**src/rtl/smi_pkg.sv**
```systemverilog
package smi_pkg;
  localparam logic [14:0] WA_APM = 15'h0059; // bytes 0xB2/0xB3
  localparam logic [14:0] WA_CFG = 15'h005A; // bytes 0xB4/0xB5
  localparam logic [14:0] WA_CNT = 15'h005B; // bytes 0xB6/0xB7

  typedef struct packed {
    logic [1:0] sel;
    logic       en;
  } per_cfg_t;
endpackage

```
**src/rtl/smi_regs.sv**
```systemverilog
module smi_regs
  import smi_pkg::*;
(
  input  logic        clk,
  input  logic        rst_n,
  input  logic [15:0] io_addr,
  input  logic [1:0]  io_be,
  input  logic [15:0] io_wdata,
  input  logic        io_wr,
  input  logic        smi_lvl,
  input  logic [15:0] cnt_rd,
  output logic [15:0] io_rdata,
  output per_cfg_t    cfg,
  output logic        apm_trig,
  output logic        ack,
  output logic        cfg_wr
);
  logic [7:0] cmd_q, cmd_d;
  logic [7:0] par_q, par_d;
  per_cfg_t   cfg_q, cfg_d;
  logic       hit_apm, hit_cfg, hit_cnt;

  assign hit_apm = (io_addr[15:1] == WA_APM);
  assign hit_cfg = (io_addr[15:1] == WA_CFG);
  assign hit_cnt = (io_addr[15:1] == WA_CNT);

  // strobes toward the trigger and timer logic
  assign apm_trig = io_wr && hit_apm && io_be[0];
  assign cfg_wr   = io_wr && hit_cfg && io_be[0];
  assign ack      = io_wr && hit_cfg && io_be[1] && io_wdata[8];
  assign cfg      = cfg_q;

  always_comb begin
    cmd_d = cmd_q;
    par_d = par_q;
    cfg_d = cfg_q;
    if (io_wr && hit_apm && io_be[0]) cmd_d = io_wdata[7:0];
    if (io_wr && hit_apm && io_be[1]) par_d = io_wdata[15:8];
    if (cfg_wr)                       cfg_d = per_cfg_t'(io_wdata[2:0]);
  end

  always_ff @(posedge clk or negedge rst_n) begin
    if (!rst_n) begin
      cmd_q <= '0;
      par_q <= '0;
      cfg_q <= '0;
    end else begin
      cmd_q <= cmd_d;
      par_q <= par_d;
      cfg_q <= cfg_d;
    end
  end

  always_comb begin
    io_rdata = '0;
    if (hit_apm)      io_rdata = {par_q, cmd_q};
    else if (hit_cfg) io_rdata = {7'b0, smi_lvl, 5'b0, cfg_q};
    else if (hit_cnt) io_rdata = cnt_rd;
  end

  AST_PAR_HOLD: assert property (@(posedge clk) disable iff (!rst_n)
    !(io_wr && hit_apm && io_be[1]) |=> $stable(par_q));
  AST_IDLE_REGS: assert property (@(posedge clk) disable iff (!rst_n)
    !io_wr |=> ($stable(cmd_q) && $stable(cfg_q)));
endmodule

```
**src/rtl/smi_period_timer.sv**
```systemverilog
module smi_period_timer
  import smi_pkg::*;
#(
  parameter int CLK_PER_SEC = 100_000_000
) (
  input  logic     clk,
  input  logic     rst_n,
  input  per_cfg_t cfg,
  input  logic     restart,
  output logic     tick
);
  localparam int PW = (CLK_PER_SEC > 1) ? $clog2(CLK_PER_SEC) : 1;
  localparam logic [PW-1:0] PLAST = PW'(CLK_PER_SEC - 1);
  localparam int SW = 7;

  logic [PW-1:0] pre_q, pre_d;
  logic [SW-1:0] sec_q, sec_d;
  logic [SW-1:0] lim;
  logic          sec_end;

  always_comb begin
    case (cfg.sel)
      2'b00:   lim = 7'd64;
      2'b01:   lim = 7'd32;
      2'b10:   lim = 7'd16;
      default: lim = 7'd8;
    endcase
  end

  assign sec_end = (pre_q == PLAST);
  assign tick    = cfg.en && !restart && sec_end && (sec_q == lim - 7'd1);

  always_comb begin
    pre_d = pre_q;
    sec_d = sec_q;
    if (restart || !cfg.en) begin
      pre_d = '0;
      sec_d = '0;
    end else if (sec_end) begin
      pre_d = '0;
      sec_d = tick ? '0 : sec_q + 7'd1;
    end else begin
      pre_d = pre_q + 1'b1;
    end
  end

  always_ff @(posedge clk or negedge rst_n) begin
    if (!rst_n) begin
      pre_q <= '0;
      sec_q <= '0;
    end else begin
      pre_q <= pre_d;
      sec_q <= sec_d;
    end
  end

  AST_TICK_GATED: assert property (@(posedge clk) disable iff (!rst_n)
    !cfg.en |-> !tick);
  AST_RESTART_ZERO: assert property (@(posedge clk) disable iff (!rst_n)
    restart |=> (pre_q == '0 && sec_q == '0));
endmodule

```
**src/rtl/smi_out_arb.sv**
```systemverilog
module smi_out_arb #(
  parameter int CNT_W = 16
) (
  input  logic             clk,
  input  logic             rst_n,
  input  logic             trig,
  input  logic             ack,
  input  logic             nmi_req,
  output logic             smi_o,
  output logic             nmi_o,
  output logic [CNT_W-1:0] cnt
);
  logic             smi_q, smi_d;
  logic             nmi_q, nmi_d;
  logic [CNT_W-1:0] cnt_q, cnt_d;
  logic             deliver;

  // a new delivery only when no request is already pending
  assign deliver = trig && !smi_q;

  always_comb begin
    smi_d = smi_q;
    if (ack)  smi_d = 1'b0;
    if (trig) smi_d = 1'b1;
    nmi_d = nmi_req && !trig;
    cnt_d = deliver ? cnt_q + 1'b1 : cnt_q;
  end

  always_ff @(posedge clk or negedge rst_n) begin
    if (!rst_n) begin
      smi_q <= 1'b0;
      nmi_q <= 1'b0;
      cnt_q <= '0;
    end else begin
      smi_q <= smi_d;
      nmi_q <= nmi_d;
      cnt_q <= cnt_d;
    end
  end

  assign smi_o = smi_q;
  assign nmi_o = nmi_q;
  assign cnt   = cnt_q;

  AST_SMI_HOLD: assert property (@(posedge clk) disable iff (!rst_n)
    (smi_o && !ack) |=> smi_o);
  AST_NMI_DROP: assert property (@(posedge clk) disable iff (!rst_n)
    trig |=> !nmi_o);
  AST_CNT_MERGE: assert property (@(posedge clk) disable iff (!rst_n)
    (smi_o && trig) |=> $stable(cnt));
  AST_CNT_STEP: assert property (@(posedge clk) disable iff (!rst_n)
    $rose(smi_o) |-> (cnt == $past(cnt) + 1'b1));
endmodule

```
**src/rtl/smi_port_ctrl.sv**
```systemverilog
module smi_port_ctrl
  import smi_pkg::*;
#(
  parameter int CLK_PER_SEC = 100_000_000,
  parameter int CNT_W       = 16
) (
  input  logic        clk,
  input  logic        rst_n,
  input  logic [15:0] io_addr,
  input  logic [1:0]  io_be,
  input  logic [15:0] io_wdata,
  input  logic        io_wr,
  output logic [15:0] io_rdata,
  input  logic        nmi_req,
  output logic        smi_o,
  output logic        nmi_o
);
  per_cfg_t         cfg;
  logic             apm_trig, ack, cfg_wr, tick, trig;
  logic [CNT_W-1:0] cnt;
  logic [15:0]      cnt_rd;

  assign cnt_rd = 16'(cnt);
  assign trig   = apm_trig || tick;

  smi_regs u_regs (
    .clk      (clk),
    .rst_n    (rst_n),
    .io_addr  (io_addr),
    .io_be    (io_be),
    .io_wdata (io_wdata),
    .io_wr    (io_wr),
    .smi_lvl  (smi_o),
    .cnt_rd   (cnt_rd),
    .io_rdata (io_rdata),
    .cfg      (cfg),
    .apm_trig (apm_trig),
    .ack      (ack),
    .cfg_wr   (cfg_wr)
  );

  smi_period_timer #(.CLK_PER_SEC(CLK_PER_SEC)) u_timer (
    .clk     (clk),
    .rst_n   (rst_n),
    .cfg     (cfg),
    .restart (cfg_wr),
    .tick    (tick)
  );

  smi_out_arb #(.CNT_W(CNT_W)) u_arb (
    .clk     (clk),
    .rst_n   (rst_n),
    .trig    (trig),
    .ack     (ack),
    .nmi_req (nmi_req),
    .smi_o   (smi_o),
    .nmi_o   (nmi_o),
    .cnt     (cnt)
  );

  AST_B3_QUIET: assert property (@(posedge clk) disable iff (!rst_n)
    (io_wr && io_addr[15:1] == WA_APM && io_be == 2'b10 && !tick && !smi_o)
    |=> !smi_o);
  AST_PORT_FIRE: assert property (@(posedge clk) disable iff (!rst_n)
    (io_wr && io_addr[15:1] == WA_APM && io_be[0]) |=> smi_o);
endmodule

```
**config.mk**
```make
export PLATFORM = sky130hd
export DESIGN_NAME = smi_port_ctrl
export DESIGN_NICKNAME = d
export VERILOG_FILES = /design/src/rtl/smi_pkg.sv /design/src/rtl/smi_regs.sv /design/src/rtl/smi_period_timer.sv /design/src/rtl/smi_out_arb.sv /design/src/rtl/smi_port_ctrl.sv
export SDC_FILE = /design/constraint.sdc
export NUM_CORES = 1
export LEC_CHECK = 0
export CORE_MARGIN = 1.5
export CORE_UTILIZATION = 35
export CTS_CLUSTER_DIAMETER = 80
export DETAILED_ROUTE_END_ITERATION = 12
export DONT_BUFFER_PORTS = 1
export PLACE_DENSITY = 0.56
export SYNTH_ARGS = -nofsm -noshare
export SYNTH_HDL_FRONTEND = slang
export SYNTH_SLANG_ARGS = --single-unit
```
**constraint.sdc**
```tcl
create_clock -name clk -period 4 [get_ports clk]
set_clock_uncertainty 0.1 [all_clocks]
set_input_delay 0.6 -clock clk [delete_from_list [all_inputs] [get_ports clk]]
set_output_delay 0.6 -clock clk [all_outputs]
set_load 0.03 [all_outputs]
```
==> impl_metrics.yaml <==
synth:
  syn_area_per_cell_um2: 10.5
  ys_async_sr_fraction: 1.00
  yosys_most_used_dff: "dfrtp_1"
  netlist.area_leader.share: 0.493
  synthTopCellsByArea: "dfrtp_1 49%, xor2_1 6.1%, mux2_2 5.9%"
  synth_area_leader_cell: "dfrtp_1"
  ys_types: 46
  seq_area_frac_synth: 0.493
  synth_area_um2: 3600
  synth_nets: 385
  yosys_warnings: 0
  synth_edf_count: 0
  syn_inst: 344
  synth_seq_cells: 71
placed_design:
  gp_congestion: 0.771
  io_buffers: 0
  dp.cells: 471
  hpwl_mm: 5.34
  postPlaceCellArea_um2: 3740
power:
  power.density_nw_per_um2: 358
  p_leak_nw: 1.76
  worst_ir_drop_vdd_mv: 0.200
route:
  ant_nets: 0
  drt-wirelength-per-cell_um: 15.5
  drt_iter0_drc: 152
  viasPerCell: 5.23
  num_vias: 2546
  drc: 0
  drt_first_pass_iters: 6
  wl_mm: 7.57
finish:
  drive_above_1_share: 0.150
  layoutNonFillerInstCount: 487
  antennaDiodeCount: 0
  final_area_um2: 4010
  areaGrowthSynthToFinish_pct: 11.4
  final_common_cell: "dfrtp_1"
  most-common-layout-cells: "71 x dfrtp_1, 48 x nor2_1, 26 x nand2_1"
  finalNetCount: 391
hold_path:
  worstHoldPathType: "in -> async"
critical_path:
  worstPathRequired_ps: 3300
  critPathMaxFanout: 11
  arrival_ps: 2430
  reg2reg_slack_ps: 1250
  critPathKind: "in -> out"
  start_kind: "input port"
  rr_startpoint: "u_timer.pre_q[0]$_DFF_PN0_"
  r2r-end: "u_timer.pre_q[2]$_DFF_PN0_"
  critPathCaptureType: "primary output"
  worstRegToRegCells: 7
clock_tree:
  cts_tree: "done"
  htreeDepth: 3
  cts_buffers: 9
  clock_tree.buffer_depth: 2
  post_cts.repair.setup_buffers: 0
  cts.clk_slew.worst_paths_ps: 80
  cts_hold_buf: 1
  clock_latency_ps: 350
  cts_resized: 0
  cts-root-buf: "clkbuf_8"
  cts_sinks: 71
run_status:
  violations: "hold timing"
  status: "finished, violations left"
timing:
  finalSetupViolCount: 0
  fin_setup_tns_ps: 0
  max_freq_mhz: 319
  max_slew_margin: 0.492
  maxSlewViolCount: 0
  tightest_slew_ps: 757
  fin_crit_sh: 0.783
  fin_crit_ps: 3130
  grt_setup_unrepaired: "false"
  hold_viol: 2
  whs_ps: -2.54
global_route:
  grt_max_degree: 72
  grt_usage: 0.148
  antenna_found_initial: 0
  grt_overflow: 0
  grt_pass1_wl_mm: 12.7
  first_global_vias: 2531
floorplan:
  design.core.area_um2: 9860
  row_count: 36
  die_w_um: 104
  io_pins: 56
  die-height_um: 104
  dieArea_um2: 10900
  initial_core_util: 0.365
run:
  max_cap_violations: 0
cells in the mapped netlist, types with 6 or more instances:
library cell and n:
nand4_1 8, xor2_1 25, nor3_1 12, a22o_1 12
nor2_1 48, xnor2_1 16, nor4_1 6, dfrtp_1 71
nand3_1 20, inv_1 10, nand2_1 26, mux2_2 19
power by group:
group	total (mW)	internal, mW	switching [mW]
clock network	0.698	0.429	0.269
logic	0.0214	0.00572	0.0157
registers	0.719	0.718	0.00135
cell type report:
cell class | instances | area, um^2
Sequential cell | 71 | 1780
Inverter | 10 | 37.5
Multi-Input combinational cell | 253 | 1730
Timing Repair Buffer | 5 | 57.6
Tap cell | 133 | 166
Clock buffer | 10 | 138
Fill cell | 960 | 5850
Clock inverter | 5 | 106
metal layers:
layer,track usage,vias to the layer above,wire (um)
li1,-,1226,-
met1,0.199,1249,3670
met2,0.226,65,3440
met3,0.0489,6,385
met4,0.0427,0,75
met5,0,-,0
metrics by stage:
step	total power [mW]	setup WS, ps	utilization
2_1_floorplan	0.738	1030	-
3_3_place_gp	0.738	937	0.379
3_5_place_dp	0.738	919	0.379
4_1_cts	1.46	908	0.407
5_1_grt	1.50	720	0.407
6_report	1.44	867	0.407
sequential cells by signal (all words and copies together), names as in the netlist:
signal and flops:
u_regs.par_q 8, u_regs.cfg 3, u_timer.pre_q 27, u_regs.cmd_q 8, u_arb.nmi_o 1, u_arb.cnt 16
u_timer.sec_q 7, u_arb.smi_o 1
critical path: stages:
cell and delay, ps:
nor4_2 280, nand2_1 170, nand4bb_1 260, nor2_1 480
buf_4 300, a22o_1 340
logic make-up (layout without fill, tap and decap cells):
kind of cell | Yosys count | in the layout | share of synthesized area
AND/OR/NAND/NOR | 159 | 159 | 0.243
multiplexers | 21 | 21 | 0.0649
AO/OA/AOI/OAI | 29 | 29 | 0.0625
buffers and inverters | 20 | 30 | 0.0264
adder cells (fa/ha/maj) | 3 | 3 | 0.0104
XOR/XNOR | 41 | 41 | 0.0997
flip-flops | 71 | 71 | 0.493
worst max-delay path by stage:
stage,end,cells past startpoint,start,slack (ps)
CTS,io_rdata[4],6,io_addr[11],910
global placement,io_rdata[4],6,io_addr[11],940
floorplan,io_rdata[10],6,io_addr[11],1030
global route,io_rdata[8],7,io_addr[11],720
detailed placement,io_rdata[4],6,io_addr[11],920
finish,io_rdata[13],6,io_addr[11],870
(Power assumes the default switching activity.)
